File: src/rtl/fence_pkg.sv
package fence_pkg;
  localparam int ADDR_W   = 32;
  localparam int PG_SHIFT = 12;
  localparam int PG_W     = ADDR_W - PG_SHIFT;
  localparam int PITCH_W  = 10;
  localparam int UNIT_LOG2 = 7;   // pitch granule 128 B
  localparam int XW_LOG2  = 9;    // X tile 512 B wide
  localparam int XH_LOG2  = 3;    // X tile 8 rows
  localparam int YW_LOG2  = 7;    // Y tile 128 B wide
  localparam int YH_LOG2  = 5;    // Y tile 32 rows
  localparam int YS_LOG2  = 4;    // Y strip 16 B wide

  localparam int LO_VLD_BIT = 0;
  localparam int LO_Y_BIT   = 1;

  typedef struct packed {
    logic [PG_W-1:0]    start_pg;
    logic [PG_W-1:0]    last_pg;
    logic [PITCH_W-1:0] pitch;
    logic               ytile;
    logic               vld;
  } fence_t;
endpackage

File: src/rtl/fence_regs.sv
module fence_regs
  import fence_pkg::*;
#(
  parameter int NUM_FENCES = 8,
  localparam int IDX_W = (NUM_FENCES > 1) ? $clog2(NUM_FENCES) : 1
) (
  input  logic                 clk_i,
  input  logic                 rst_ni,
  input  logic                 we_i,
  input  logic [IDX_W:0]       sel_i,
  input  logic [ADDR_W-1:0]    wdata_i,
  output logic [ADDR_W-1:0]    rdata_o,
  output fence_t [NUM_FENCES-1:0] fen_o
);
  logic [IDX_W-1:0] idx;
  logic             hi;
  fence_t           rf;
  logic             unused_wbits;

  assign idx = sel_i[IDX_W:1];
  assign hi  = sel_i[0];
  assign unused_wbits = ^wdata_i[PG_SHIFT-1:PITCH_W];

  for (genvar i = 0; i < NUM_FENCES; i++) begin : g_fen
    fence_t q;
    always_ff @(posedge clk_i or negedge rst_ni) begin
      if (!rst_ni) begin
        q <= '0;
      end else if (we_i && idx == IDX_W'(i)) begin
        if (hi) begin
          q.last_pg <= wdata_i[ADDR_W-1:PG_SHIFT];
          q.pitch   <= wdata_i[PITCH_W-1:0];
          q.vld     <= 1'b0;  // half-written fence never matches
        end else begin
          q.start_pg <= wdata_i[ADDR_W-1:PG_SHIFT];
          q.ytile    <= wdata_i[LO_Y_BIT];
          q.vld      <= wdata_i[LO_VLD_BIT];
        end
      end
    end
    assign fen_o[i] = q;
  end

  assign rf = fen_o[idx];

  always_comb begin
    if (hi) rdata_o = {rf.last_pg, {(PG_SHIFT-PITCH_W){1'b0}}, rf.pitch};
    else    rdata_o = {rf.start_pg, {(PG_SHIFT-2){1'b0}}, rf.ytile, rf.vld};
  end

  AST_HI_CLR_VLD: assert property (@(posedge clk_i) disable iff (!rst_ni)
    (we_i && hi) |=> !fen_o[$past(idx)].vld);
  AST_LO_SET_VLD: assert property (@(posedge clk_i) disable iff (!rst_ni)
    (we_i && !hi) |=> (fen_o[$past(idx)].vld == $past(wdata_i[LO_VLD_BIT])));
endmodule

File: src/rtl/fence_match.sv
module fence_match
  import fence_pkg::*;
#(
  parameter int NUM_FENCES = 8
) (
  input  logic [ADDR_W-1:0]       addr_i,
  input  fence_t [NUM_FENCES-1:0] fen_i,
  output logic                    hit_o,
  output fence_t                  sel_o
);
  logic [PG_W-1:0]       pg;
  logic [NUM_FENCES-1:0] raw;

  assign pg = addr_i[ADDR_W-1:PG_SHIFT];

  for (genvar i = 0; i < NUM_FENCES; i++) begin : g_cmp
    assign raw[i] = fen_i[i].vld &&
                    (pg >= fen_i[i].start_pg) && (pg <= fen_i[i].last_pg);
  end

  // lowest index wins: scan downwards, last writer is the lowest hit
  always_comb begin
    hit_o = 1'b0;
    sel_o = '0;
    for (int i = NUM_FENCES - 1; i >= 0; i--) begin
      if (raw[i]) begin
        hit_o = 1'b1;
        sel_o = fen_i[i];
      end
    end
  end
endmodule

File: src/rtl/fence_swz.sv
module fence_swz
  import fence_pkg::*;
(
  input  logic [ADDR_W-1:0] addr_i,
  input  fence_t            fen_i,
  output logic [ADDR_W-1:0] addr_o,
  output logic              fits_o
);
  localparam int DW = 2 * ADDR_W;

  logic [ADDR_W-1:0]   base, off, stride, row, col, tpr, trow, tcol, tidx;
  logic [PITCH_W:0]    units;
  logic [PG_SHIFT-1:0] intra;
  logic [PG_W:0]       pages;
  logic [ADDR_W:0]     size;
  logic [DW-1:0]       need_b, need;
  logic                unused_vld;

  assign unused_vld = fen_i.vld;

  always_comb begin
    base   = {fen_i.start_pg, {PG_SHIFT{1'b0}}};
    off    = addr_i - base;
    units  = {1'b0, fen_i.pitch} + (PITCH_W+1)'(1);
    stride = ADDR_W'(units) << UNIT_LOG2;
    row    = off / stride;
    col    = off % stride;
    if (fen_i.ytile) begin
      tpr   = stride >> YW_LOG2;
      trow  = row >> YH_LOG2;
      tcol  = col >> YW_LOG2;
      intra = {col[YW_LOG2-1:YS_LOG2], row[YH_LOG2-1:0], col[YS_LOG2-1:0]};
    end else begin
      tpr   = stride >> XW_LOG2;
      trow  = row >> XH_LOG2;
      tcol  = col >> XW_LOG2;
      intra = {row[XH_LOG2-1:0], col[XW_LOG2-1:0]};
    end
    tidx   = trow * tpr + tcol;
    addr_o = base + {tidx[PG_W-1:0], intra};

    // whole tile rows only
    pages  = {1'b0, fen_i.last_pg} - {1'b0, fen_i.start_pg} + (PG_W+1)'(1);
    size   = {pages, {PG_SHIFT{1'b0}}};
    need_b = (DW'(trow) + DW'(1)) * DW'(stride);
    need   = fen_i.ytile ? (need_b << YH_LOG2) : (need_b << XH_LOG2);
    fits_o = need <= DW'(size);
  end
endmodule

File: src/rtl/fence_xlat.sv
module fence_xlat
  import fence_pkg::*;
#(
  parameter int NUM_FENCES = 8,
  localparam int IDX_W = (NUM_FENCES > 1) ? $clog2(NUM_FENCES) : 1
) (
  input  logic              clk_i,
  input  logic              rst_ni,
  input  logic              reg_we_i,
  input  logic [IDX_W:0]    reg_sel_i,
  input  logic [ADDR_W-1:0] reg_wdata_i,
  output logic [ADDR_W-1:0] reg_rdata_o,
  input  logic              req_valid_i,
  input  logic [ADDR_W-1:0] req_addr_i,
  output logic              rsp_valid_o,
  output logic [ADDR_W-1:0] rsp_addr_o,
  output logic              rsp_hit_o
);
  fence_t [NUM_FENCES-1:0] fen;
  fence_t                  sel_f;
  logic                    any_hit, fits, use_xl;
  logic [ADDR_W-1:0]       xl_addr;

  fence_regs #(.NUM_FENCES(NUM_FENCES)) i_regs (
    .clk_i   (clk_i),
    .rst_ni  (rst_ni),
    .we_i    (reg_we_i),
    .sel_i   (reg_sel_i),
    .wdata_i (reg_wdata_i),
    .rdata_o (reg_rdata_o),
    .fen_o   (fen)
  );

  fence_match #(.NUM_FENCES(NUM_FENCES)) i_match (
    .addr_i (req_addr_i),
    .fen_i  (fen),
    .hit_o  (any_hit),
    .sel_o  (sel_f)
  );

  fence_swz i_swz (
    .addr_i (req_addr_i),
    .fen_i  (sel_f),
    .addr_o (xl_addr),
    .fits_o (fits)
  );

  assign use_xl = any_hit && fits;

  always_ff @(posedge clk_i or negedge rst_ni) begin
    if (!rst_ni) begin
      rsp_valid_o <= 1'b0;
      rsp_addr_o  <= '0;
      rsp_hit_o   <= 1'b0;
    end else begin
      rsp_valid_o <= req_valid_i;
      if (req_valid_i) begin
        rsp_addr_o <= use_xl ? xl_addr : req_addr_i;
        rsp_hit_o  <= use_xl;
      end
    end
  end

  AST_RSP_AFTER_REQ: assert property (@(posedge clk_i) disable iff (!rst_ni)
    req_valid_i |=> rsp_valid_o);
  AST_NO_RSP_IDLE: assert property (@(posedge clk_i) disable iff (!rst_ni)
    !req_valid_i |=> !rsp_valid_o);
  AST_MISS_PASSTHRU: assert property (@(posedge clk_i) disable iff (!rst_ni)
    (req_valid_i && !any_hit) |=> (!rsp_hit_o && rsp_addr_o == $past(req_addr_i)));
  AST_TAIL_PASSTHRU: assert property (@(posedge clk_i) disable iff (!rst_ni)
    (req_valid_i && any_hit && !fits) |=> (!rsp_hit_o && rsp_addr_o == $past(req_addr_i)));
endmodule

File: config.mk
export PLATFORM = sky130hd
export DESIGN_NAME = fence_xlat
export DESIGN_NICKNAME = d
export VERILOG_FILES = /design/src/rtl/fence_pkg.sv /design/src/rtl/fence_regs.sv /design/src/rtl/fence_match.sv /design/src/rtl/fence_swz.sv /design/src/rtl/fence_xlat.sv
export SDC_FILE = /design/constraint.sdc
export NUM_CORES = 2
export LEC_CHECK = 0
export ABC_AREA = 1
export BUFFER_PORTS_ARGS = -buffer_cell sky130_fd_sc_hd__buf_2
export CAP_MARGIN = 15
export CORE_MARGIN = 4
export CORE_UTILIZATION = 66
export DETAILED_ROUTE_END_ITERATION = 10
export PLACE_DENSITY = 0.79
export REMOVE_ABC_BUFFERS = 1
export SLEW_MARGIN = 20
export SYNTH_ARGS = -nofsm -noshare
export SYNTH_HDL_FRONTEND = slang
export SYNTH_SLANG_ARGS = --single-unit
File: constraint.sdc
create_clock -name clk_i -period 78.8 [get_ports clk_i]
set_input_delay 7.88 -clock clk_i [delete_from_list [all_inputs] [get_ports clk_i]]
set_output_delay 7.88 -clock clk_i [all_outputs]
set_load 0.02 [all_outputs]
==> results.md <==
- Final period util: 0.927
- Die area: 102000 um2
- Most area-consuming cells after synthesis: dfrtp_1 18%, ha_1 15%, nand2_1 13%, fa_1 12%, inv_1 7.7%
- CP max stage cell: fa_1
- Seq cells post-synth: 450
- Antenna violation net count after detailed routing: 0
- Final Instance Area: 70200 um2
- Hpwl dp: 165000 um
- Total vias in the final route: 65353
- First-pass GRT wire length: 338000 um
- Reg2reg setup slack: 12.90 ns
- I/O Buffers: 133
- Share of cells above drive strength 1: 0.0971
- Max-Cap Viols: 0
- Main flop type after synthesis: dfrtp_1
- GRT Overall Usage: 0.414
- Largest net degree at the start of global routing: 165
- Outcome: finished, final reports clean
- Count leader, synth: nand2_1
- Clk root buf: clkbuf_16
- Longest Clk Path Bufs: 3
- Clk sinks: 450
- Area leader, netlist: dfrtp_1
- Starting Density: 0.668
- Crit. End Element: flip-flop
- I/O pin total: 138
- YS warnings: 0
- Vias/cell: 6.12
- Mapped Area: 63800 um2
- CTS H-tree depth: 2
- Data arrival, critical path: 73.61 ns
- Final setup fails: 0
- Post-Route WL: 217000 um
- Crit path max fanout: 21
- Fmax: 0.0137 GHz
- Post-synthesis sequential area ratio: 0.177
- Crit path time final: 73.07 ns
- Core area: 95400 um2
- Hold Path Class: reg2reg
- Number of global-route vias before repair: 63587
- Cell Rows: 113
- Met2 WL post-DR: 98100 um
- Async SR Flop Fraction: 1.00
- Fill count: 7981
- Area growth, synth to finish: 10.0%
- Post-Syn Area per Cell: 7.06 um2
- CP startpoint kind: primary input
- Most frequent cells after synthesis: 2130 x nand2_1, 1310 x inv_1, 895 x o21ai_0
- Global route overflow: 0
- Top cell by count, worst path: nand2_1
- CTS tree: built
- Worst Skew: 0.0533 ns
- Netlist cell types: 78
- Final hold vios: 0
- Num CTS Buffers: 53
- Number of synthesized flops with an enable pin: 0
- Met3 Wirelength: 23600 um
- Top cell type's share of synthesized area: 0.177
- Placer congestion estimate: 1.00
- Worst Max-Slew Pin Slew: 1.19 ns
- DRT Pass-1 Iters: 9
- WL per Instance: 20.3 um
- Die height: 319 um
- Final net count: 10588
- Iter 0 DRT Violations: 6338
- Critical Path RT: 79.34 ns
- FF+latch area: 11300 um2
- Cts hold-fix bufs: 0
- Slew Limit Fails: 0
- DRC: 0
- CP Class: in2reg
- Largest stage delay, worst path: 0.54 ns
- Placed cell area: 67600 um2
- Clock Latency Late Sink: 0.68 ns
- Multi-input logic area: 46900 um2
- Top Metal Used: met5
- Routed length on met1: 79100 um
- Clock transition at the registers of the reported paths: 0.06 ns
- Initial antenna violation count: 8
- Die width: 319 um
- Rel. slew slack: 0.197
- Syn Inst Count: 9032
-- cell type report --
type,count,area share
Clock buffer,74,0.0219
Clock inverter,22,0.00373
Sequential cell,450,0.160
Antenna cell,2,0.0000713
Tap cell,1265,0.0225
Timing Repair Buffer,497,0.0499
Timing Repair inverter,2,0.000143
Multi-Input combinational cell,7002,0.668
Inverter,1363,0.0732
-- routing by layer --
metal	vias to the layer above	GRT usage
li1	30233	-
met1	30590	0.497
met2	3591	0.677
met3	933	0.0966
met4	6	0.254
met5	-	0
-- cells in the final DEF (no fill, tap or decap), types with 17 or more instances in the layout --
cell       count
o21a_1        19
o311ai_0      21
nand3_1      331
nor2_1       545
fa_1         384
xnor2_1       98
buf_2        122
a22oi_1       38
buf_4        357
nor3_1        45
o211ai_1      91
nand2_1     2116
dfrtp_1      450
o21ai_0      872
xor2_1       187
inv_1       1301
o21ai_1       74
a221oi_1      25
clkbuf_16     53
a21oi_1      536
or2_2         36
o21bai_1      36
o221ai_1      30
conb_1       127
a21o_1        38
a31oi_1       19
o2111ai_1     26
nor2_2        31
nor2_4        27
inv_2         40
nand4_1      108
nand3_2       37
a21oi_2       17
nand2_2       41
nand2_4       23
o22ai_1       90
ha_1         762
-- stage by stage --
step / cells / setup WS, ns / util / hold WS, ns / TNS [ns]
after floorplan: 8812 / 8.21 / - / 0.453 / 0
after global placement: 10530 / 2.34 / 0.708 / 0.449 / 0
after detailed placement: 10530 / 0.561 / 0.708 / 0.460 / 0
after CTS: 10626 / 0.856 / 0.727 / 0.473 / 0
after global routing: 10676 / -0.487 / 0.735 / 0.498 / -1.12
final: 10677 / 5.73 / 0.736 / 0.469 / 0
-- critical path, delay by kind of cell --
kind,cells,cell delay [ns]
xor+xnor,3,0.67
fa+ha+maj,33,10.88
mux,1,0.34
simple gates,194,21.12
buf+inv,84,7.87
compound gates,149,24.57
-- worst paths after layout --
check / from / endpoint / depth (start not counted)
max: req_addr_i[19] / rsp_addr_o[31] / 464
min: rsp_addr_o[2] / rsp_addr_o[2] / 2
max reg2reg: i_regs.fen_o[403] / rsp_addr_o[31] / 464
min reg2reg: rsp_addr_o[2] / rsp_addr_o[2] / 2
max in group asynchronous: rst_ni / i_regs.fen_o[155] / 2
min in group asynchronous: rst_ni / i_regs.fen_o[226] / 1
-- flip-flops by register name, indices dropped and copies added, names as in the netlist --
name and cells:
rsp_valid_o 1, rsp_addr_o 32, i_regs.fen_o 416, rsp_hit_o 1
-- timing repair --
| action | 4_1_cts | 5_1_grt |
|---|---|---|
| endpoints found under the hold margin | 0 | 0 |
| buffers inserted | 0 | 44 |
| gates resized for setup | 0 | 112 |
| endpoints found under the setup margin | 0 | 29 |
-- kinds of logic (layout without fill, tap and decap cells) --
group	after synthesis	in the layout	share of synthesized area
AOI/OAI and AO/OA	2006	2006	0.178
xor gates and xnor gates	286	286	0.0393
adders and majority gates	1147	1147	0.270
buffers and inverters	1708	1958	0.103
DFF	450	450	0.177
muxes	12	12	0.00216
other	2	129	0.000118
and+or+nand+nor	3421	3424	0.231
Power is not shown: default switching activity piles up to over one toggle a cycle in this logic, so the estimate is an artifact.
